[config.mk]
export PLATFORM = sky130hd
export DESIGN_NAME = tpc_ctrl
export DESIGN_NICKNAME = d
export VERILOG_FILES = /design/src/rtl/tpc_pkg.sv /design/src/rtl/tpc_ctrl.sv
export SDC_FILE = /design/constraint.sdc
export NUM_CORES = 1
export LEC_CHECK = 0
export CELL_PAD_IN_SITES_DETAIL_PLACEMENT = 1
export CELL_PAD_IN_SITES_GLOBAL_PLACEMENT = 1
export CORE_AREA = 2 2 39 41
export DETAILED_ROUTE_END_ITERATION = 8
export DIE_AREA = 0 0 41 43
export GPL_TIMING_DRIVEN = 1
export PLACE_DENSITY = 0.71
export SETUP_SLACK_MARGIN = 0.1
export SKIP_LAST_GASP = 1
export SYNTH_ARGS = -nofsm -noshare
export SYNTH_HDL_FRONTEND = slang
export SYNTH_SLANG_ARGS = --single-unit
export TNS_END_PERCENT = 30
[constraint.sdc]
create_clock -name clk -period 3.7 [get_ports clk]
set_input_delay 0.74 -clock clk [delete_from_list [all_inputs] [get_ports clk]]
set_output_delay 0.74 -clock clk [all_outputs]
set_load 0.05 [all_outputs]
[src/rtl/tpc_pkg.sv]
package tpc_pkg;

  // strobes from the sequencing control to the vector datapath
  typedef struct packed {
    logic clrLoad;   // control line register takes a new vector
    logic useTest;   // vector comes from the plan table
    logic blank;     // selected index has no plan: emit zero
  } tpc_strobe_t;

  // default plan table: 3 plans, 4 step slots, 8-bit vectors
  // slot (plan*4 + step) sits at bits [(plan*4+step)*8 +: 8]
  localparam logic [95:0] DEF_PLAN_VECS = {
    8'h00, 8'h00, 8'h00, 8'h7E,   // plan 2
    8'hFF, 8'h5A, 8'h18, 8'hC3,   // plan 1
    8'h00, 8'h24, 8'h42, 8'h81    // plan 0
  };

  // default lengths, 3 bits each, plan 0 in the low field
  localparam logic [8:0] DEF_PLAN_LENS = {3'd1, 3'd4, 3'd3};

endpackage

[src/rtl/tpc_ctrl.sv]
module tpc_ctrl
  import tpc_pkg::*;
#(
  parameter int NUM_PLANS = 3,
  parameter int MAX_STEPS = 4,
  parameter int IDX_W     = (NUM_PLANS > 1) ? $clog2(NUM_PLANS) : 1,
  parameter int STEP_W    = (MAX_STEPS > 1) ? $clog2(MAX_STEPS) : 1,
  parameter int LEN_W     = $clog2(MAX_STEPS + 1),
  parameter logic [NUM_PLANS*LEN_W-1:0] PLAN_LENS = DEF_PLAN_LENS
) (
  input  logic              clk,
  input  logic              rstN,
  input  logic              idxLoadMode,
  input  logic              testMode,
  input  logic              shiftMode,
  input  logic [IDX_W-1:0]  idxIn,
  output logic [IDX_W-1:0]  idxQ,
  output logic [STEP_W-1:0] stepQ,
  output logic              doneQ,
  output tpc_strobe_t       strobe
);

  logic [LEN_W-1:0] curLen;
  logic             curInvalid;
  logic             loadInvalid;
  logic             runEn;
  logic             lastStep;

  // length of the currently selected plan
  always_comb begin
    curLen = '0;
    for (int p = 0; p < NUM_PLANS; p++) begin
      if (idxQ == IDX_W'(p)) curLen = PLAN_LENS[p*LEN_W +: LEN_W];
    end
  end

  assign curInvalid  = (32'(idxQ)  >= 32'(NUM_PLANS));
  assign loadInvalid = (32'(idxIn) >= 32'(NUM_PLANS));
  assign runEn       = testMode && !idxLoadMode && !shiftMode;
  assign lastStep    = (LEN_W'(stepQ) + LEN_W'(1)) >= curLen;

  assign strobe.clrLoad = !idxLoadMode && !shiftMode;
  assign strobe.useTest = testMode;
  assign strobe.blank   = curInvalid;

  always_ff @(posedge clk or negedge rstN) begin
    if (!rstN) begin
      idxQ  <= '0;
      stepQ <= '0;
      doneQ <= 1'b0;
    end else if (idxLoadMode) begin
      idxQ  <= idxIn;
      stepQ <= '0;
      doneQ <= loadInvalid;
    end else if (runEn && !doneQ) begin
      if (lastStep) doneQ <= 1'b1;
      else          stepQ <= stepQ + STEP_W'(1);
    end
  end

  AST_LOAD_RESTARTS_PLAN: assert property (@(posedge clk) disable iff (!rstN)
    idxLoadMode |=> (stepQ == '0) && (idxQ == $past(idxIn)));

  AST_DONE_STICKY: assert property (@(posedge clk) disable iff (!rstN)
    (doneQ && !idxLoadMode) |=> doneQ);

  AST_BAD_INDEX_DONE: assert property (@(posedge clk) disable iff (!rstN)
    (idxLoadMode && loadInvalid) |=> doneQ);

  AST_NORMAL_KEEPS_STEP: assert property (@(posedge clk) disable iff (!rstN)
    (!testMode && !idxLoadMode) |=> $stable(stepQ) && $stable(doneQ));

endmodule

### Word-level counts from Yosys, hierarchy flattened

Index checks and enable logic that the tools add are counted.
Widths: inputs -> output; s select.

| operators by class | value |
|---|---|
| add/subtract/negate cells | 2 |
| $lt $le $gt $ge | 3 |
| multiplexer cells | 9 |
| bitwise logic cells | 0 |
| shift-type cells | 0 |
| div/mod/pow operators | 0 |
| eq/ne operators | 3 |
| reductions and logical operators | 12 |
| multiply operators | 0 |

Operators by type and width:

| cell | count |
|---|---|
| $mux 2 | 4 |
| $mux 3 | 2 |
| $ge 2x2->1 const B | 2 |
| $logic_and 1x1->1 | 4 |
| $reduce_and 2->1 | 2 |
| $reduce_bool 2->1 | 2 |
| $add 2x1->3 const B | 1 |
| $ge 3x3->1 | 1 |
| $logic_not 1->1 | 3 |
| $mux 1 | 3 |
| $add 2x1->2 const B | 1 |
| $eq 2x1->1 const B | 1 |
| $eq 2x2->1 const B | 1 |
| $logic_not 2->1 | 1 |
| $ne 2x2->1 const B | 1 |

| word-level totals | value |
|---|---|
| input port bits | 7 |
| register bits | 5 |
| bits in read-only memories | 0 |
| output and inout port bits | 8 |
| word-level logic and storage cells | 32 |
| bits in writable memories | 0 |
| memories | 0 |
| latch bits | 0 |

### Longest topological paths before layout

| logic depth | value |
|---|---|
| depth in word-level cells | 8 |
| mapped depth | 6 |

### Worst setup path before layout

Ideal clock, no wire load.

| path | value |
|---|---|
| kind | input-to-output |
| from | in idxLoadMode |
| to | out strobe[2] in the netlist's numbering |
| cell stages on the path | 2 |
| data arrival time | 1.588 ns |
| slack | 1.372 ns |
| cells stage by stage | clkbuf_1 nor2_1 |

RTL lines:

| item | line | RTL |
|---|---|---|
| start: declaration | tpc_ctrl.sv:13 | `input logic idxLoadMode,` |
| end: declaration | tpc_ctrl.sv:20 | `output tpc_strobe_t strobe` |

==> flow_metrics.tcl <==
set metrics [dict create \
    hold_class "register to register" \
    adder_cell_share_of_the_synthesized_area_pct 13.94 \
    synth-simple-area-share_pct 24.74 \
    worstSetupEndpointType "output pin" \
    slowest_delay_ns 0.80 \
    critical_path.reg2reg.startpoint "stepQ[0]$_DFFE_PN0P_" \
    core-area_um2 1384 \
    grt_pass1_vias 318 \
    critPathMostFrequentCell "sky130_fd_sc_hd__clkdlybuf4s50_1" \
    dominantRegCellSynth "sky130_fd_sc_hd__dfrtp_1" \
    main_combinational_cell_family_by_area_after_synthesis "simple AND/OR/NAND/NOR gates" \
    gp_congestion 0.6855 \
    timing.clock.skew_ns 0.003983 \
    die_x_um 41 \
    die_area_um2 1763 \
    final_net_count 62 \
    die_y_um 43 \
    power-per-cell-area_nw_per_um2 365.4 \
    cts_hold_repair.buffers 0 \
    synth.distinct_cells 21 \
    worst_setup_hold_path_clk_slew_ns 0.04 \
    netlist_area_um2 359.1 \
    cts_inserted_buffers 3 \
    cts_resized 0 \
    cts_tree "yes" \
    final_number_of_setup_violating_endpoints 0 \
    route.final.wire_length_um 702 \
    relSlewSlack_pct 66.84 \
    period_minus_slack_ns 2.996 \
    grt_setup_unrepaired "false" \
    route.detailed.wl_per_inst_um 10.64 \
    worst-setup-path-type "primary input to output pin" \
    placement_rows 14 \
    yosys-mux-area-fraction_pct 9.059 \
    postCtsSetupBuffers 0 \
    timing.critical_path.cells "clkdlybuf4s50_1 > nor2_1 > clkdlybuf4s50_1" \
    antenna_cells 0 \
    postSynthAreaPerCell_um2 10.26 \
    start_util_pct 25.95 \
    finish.instance_area_um2 526.8 \
    setup_total_negative_slack_ns 0 \
    worst_skew_pair_latency_ns 0.24 \
    commonest_non_fill_non_tap_cell_in_the_layout "sky130_fd_sc_hd__clkdlybuf4s50_1" \
    drive_gt1_share_pct 18.00 \
    num-fill-cells 168 \
    largest_net_degree_at_the_start_of_global_routing 11 \
    io_pins 15 \
    crit_slowest_cell "sky130_fd_sc_hd__clkdlybuf4s50_1" \
    drt.antenna.violating_nets 0 \
    drt_drc_violations_left 0 \
    edff_count_synth 0 \
    areaGrowthSynthToFinish_pct 46.69 \
    vdd_ir_drop_max_mv 0.1621 \
    crit_arrival_ns 2.26 \
    worst-path-max-fanout 10 \
    yosysWarnings 0 \
    fmaxAchievable_ghz 0.3337 \
    grt_first_pass_wirelength_mm 1.269 \
    critical_path_required_ns 2.96 \
    cts.sink_count 5 \
    timing_worst_slew_pin_value_ns 0.4958 \
    routed-via-count 298 \
    crit_path_start "idxLoadMode" \
    layout_common_cells "sky130_fd_sc_hd__clkdlybuf4s50_1, sky130_fd_sc_hd__dfrtp_1, sky130_fd_sc_hd__ha_1" \
    place_area_um2 500.5 \
    xor_xnor_fraction_of_synth_area_pct 0 \
    avgViaCountPerCell 4.515 \
    place.port_buffers 14 \
    worst_hold_startpoint "stepQ[1]$_DFFE_PN0P_" \
    groute.usage.overall_pct 11.09 \
    grt-ovfl-total 0 \
    cts-htree-levels 1 \
    synth_area_in_compound_gates_pct 10.10 \
    ys_seq_area_share_pct 34.84 \
    leakagePower_nw 0.2315 \
    grt_antenna_before_repair 0 \
    synth.net_count 46 \
    finalHoldViolations 0 \
    seq_cells_post_synth 5 \
    critical_path.startpoint_type "primary input" \
    final_max_slew_viol_count 0 \
    clock_tree.root_cell "sky130_fd_sc_hd__clkbuf_4" \
    ctsLongestPathBuffers 2 \
    drt_iter0_drc 6 \
    status "finished, final reports clean" \
    postSynth.asyncResetShare_pct 100.0 \
    detailed_routing_iterations_pass_1 2 \
    maxCapViolCount 0 \
    syn_inst 35 \
    final_min_period_over_clock_period_pct 80.98 \
]
==> worst max-delay path, delay by kind of cell <==
family / cells / cell delay [ns]
buf+inv: 2 / 1.36
simple gates: 1 / 0.15
==> state kept, by name, summed over array words and instances (netlist names) <==
name   cells
idxQ       2
stepQ      2
doneQ      1
==> cells in the mapped netlist, types with 2 or more instances <==
cell / instances / share of area [%]
sky130_fd_sc_hd__buf_4: 2 / 4.2
sky130_fd_sc_hd__dfrtp_1: 5 / 35
sky130_fd_sc_hd__ha_1: 4 / 14
sky130_fd_sc_hd__inv_1: 2 / 2.1
sky130_fd_sc_hd__nand2_1: 3 / 3.1
sky130_fd_sc_hd__nand2b_1: 3 / 5.2
sky130_fd_sc_hd__nor2_1: 2 / 2.1
==> final cells by class <==
type                    count  area [um2]  share of cell area (%)
flip-flops and latches      5       125.1                   23.75
repair buffers             14       140.1                   26.60
inverters                   2       7.507                   1.425
multi-input cells          25       207.7                   39.43
well taps                  16       20.02                   3.800
clock buffers               4       26.28                   4.988
==> metal layers <==
layer	vias up	global-route usage [%]	routed length [um]
met5	-	0	0
met4	0	4.000	0
met3	0	6.283	40
met2	8	17.19	385
met1	144	12.05	275
li1	146	-	-
==> kinds of logic (layout without fill, tap and decap cells) <==
family | Yosys count | count (layout)
AOI/OAI and AO/OA | 5 | 5
buffers and inverters | 5 | 20
muxes | 3 | 3
adders and majority gates | 4 | 4
and+or+nand+nor | 13 | 13
DFF | 5 | 5
==> stage by stage <==
stage / hold WS, ns / power (mW) / util (%) / std cells / setup WS, ns
global route: 0.6245 / 0.2090 / 38.07 / 66 / 0.6452
floorplan: 0.4444 / 0.1083 / - / 35 / 1.372
global placement: 0.5602 / 0.1304 / 36.17 / 62 / 0.7161
CTS: 0.5851 / 0.1976 / 38.07 / 66 / 0.6938
finish: 0.5725 / 0.1925 / 38.07 / 66 / 0.7036
detailed placement: 0.5759 / 0.1311 / 36.17 / 62 / 0.6905
==> power by group <==
part           switching, mW  internal, mW  total (mW)
logic                 0.0387        0.0268      0.0655
registers            0.00496        0.0589      0.0639
clock network         0.0223        0.0408      0.0631
total                 0.0660         0.126       0.192
==> path summary, 6_finish.rpt <==
kind,cells after the start,slack [ns],to
min,2,0.57,stepQ[1]$_DFFE_PN0P_
min reg2reg,2,0.57,stepQ[1]$_DFFE_PN0P_
max in group asynchronous,1,2.77,doneQ$_DFFE_PN0P_
max,3,0.70,strobe[2]
min in group asynchronous,1,0.73,stepQ[1]$_DFFE_PN0P_
max reg2reg,6,1.75,stepQ[0]$_DFFE_PN0P_
Power figures use the tool's default switching activity.
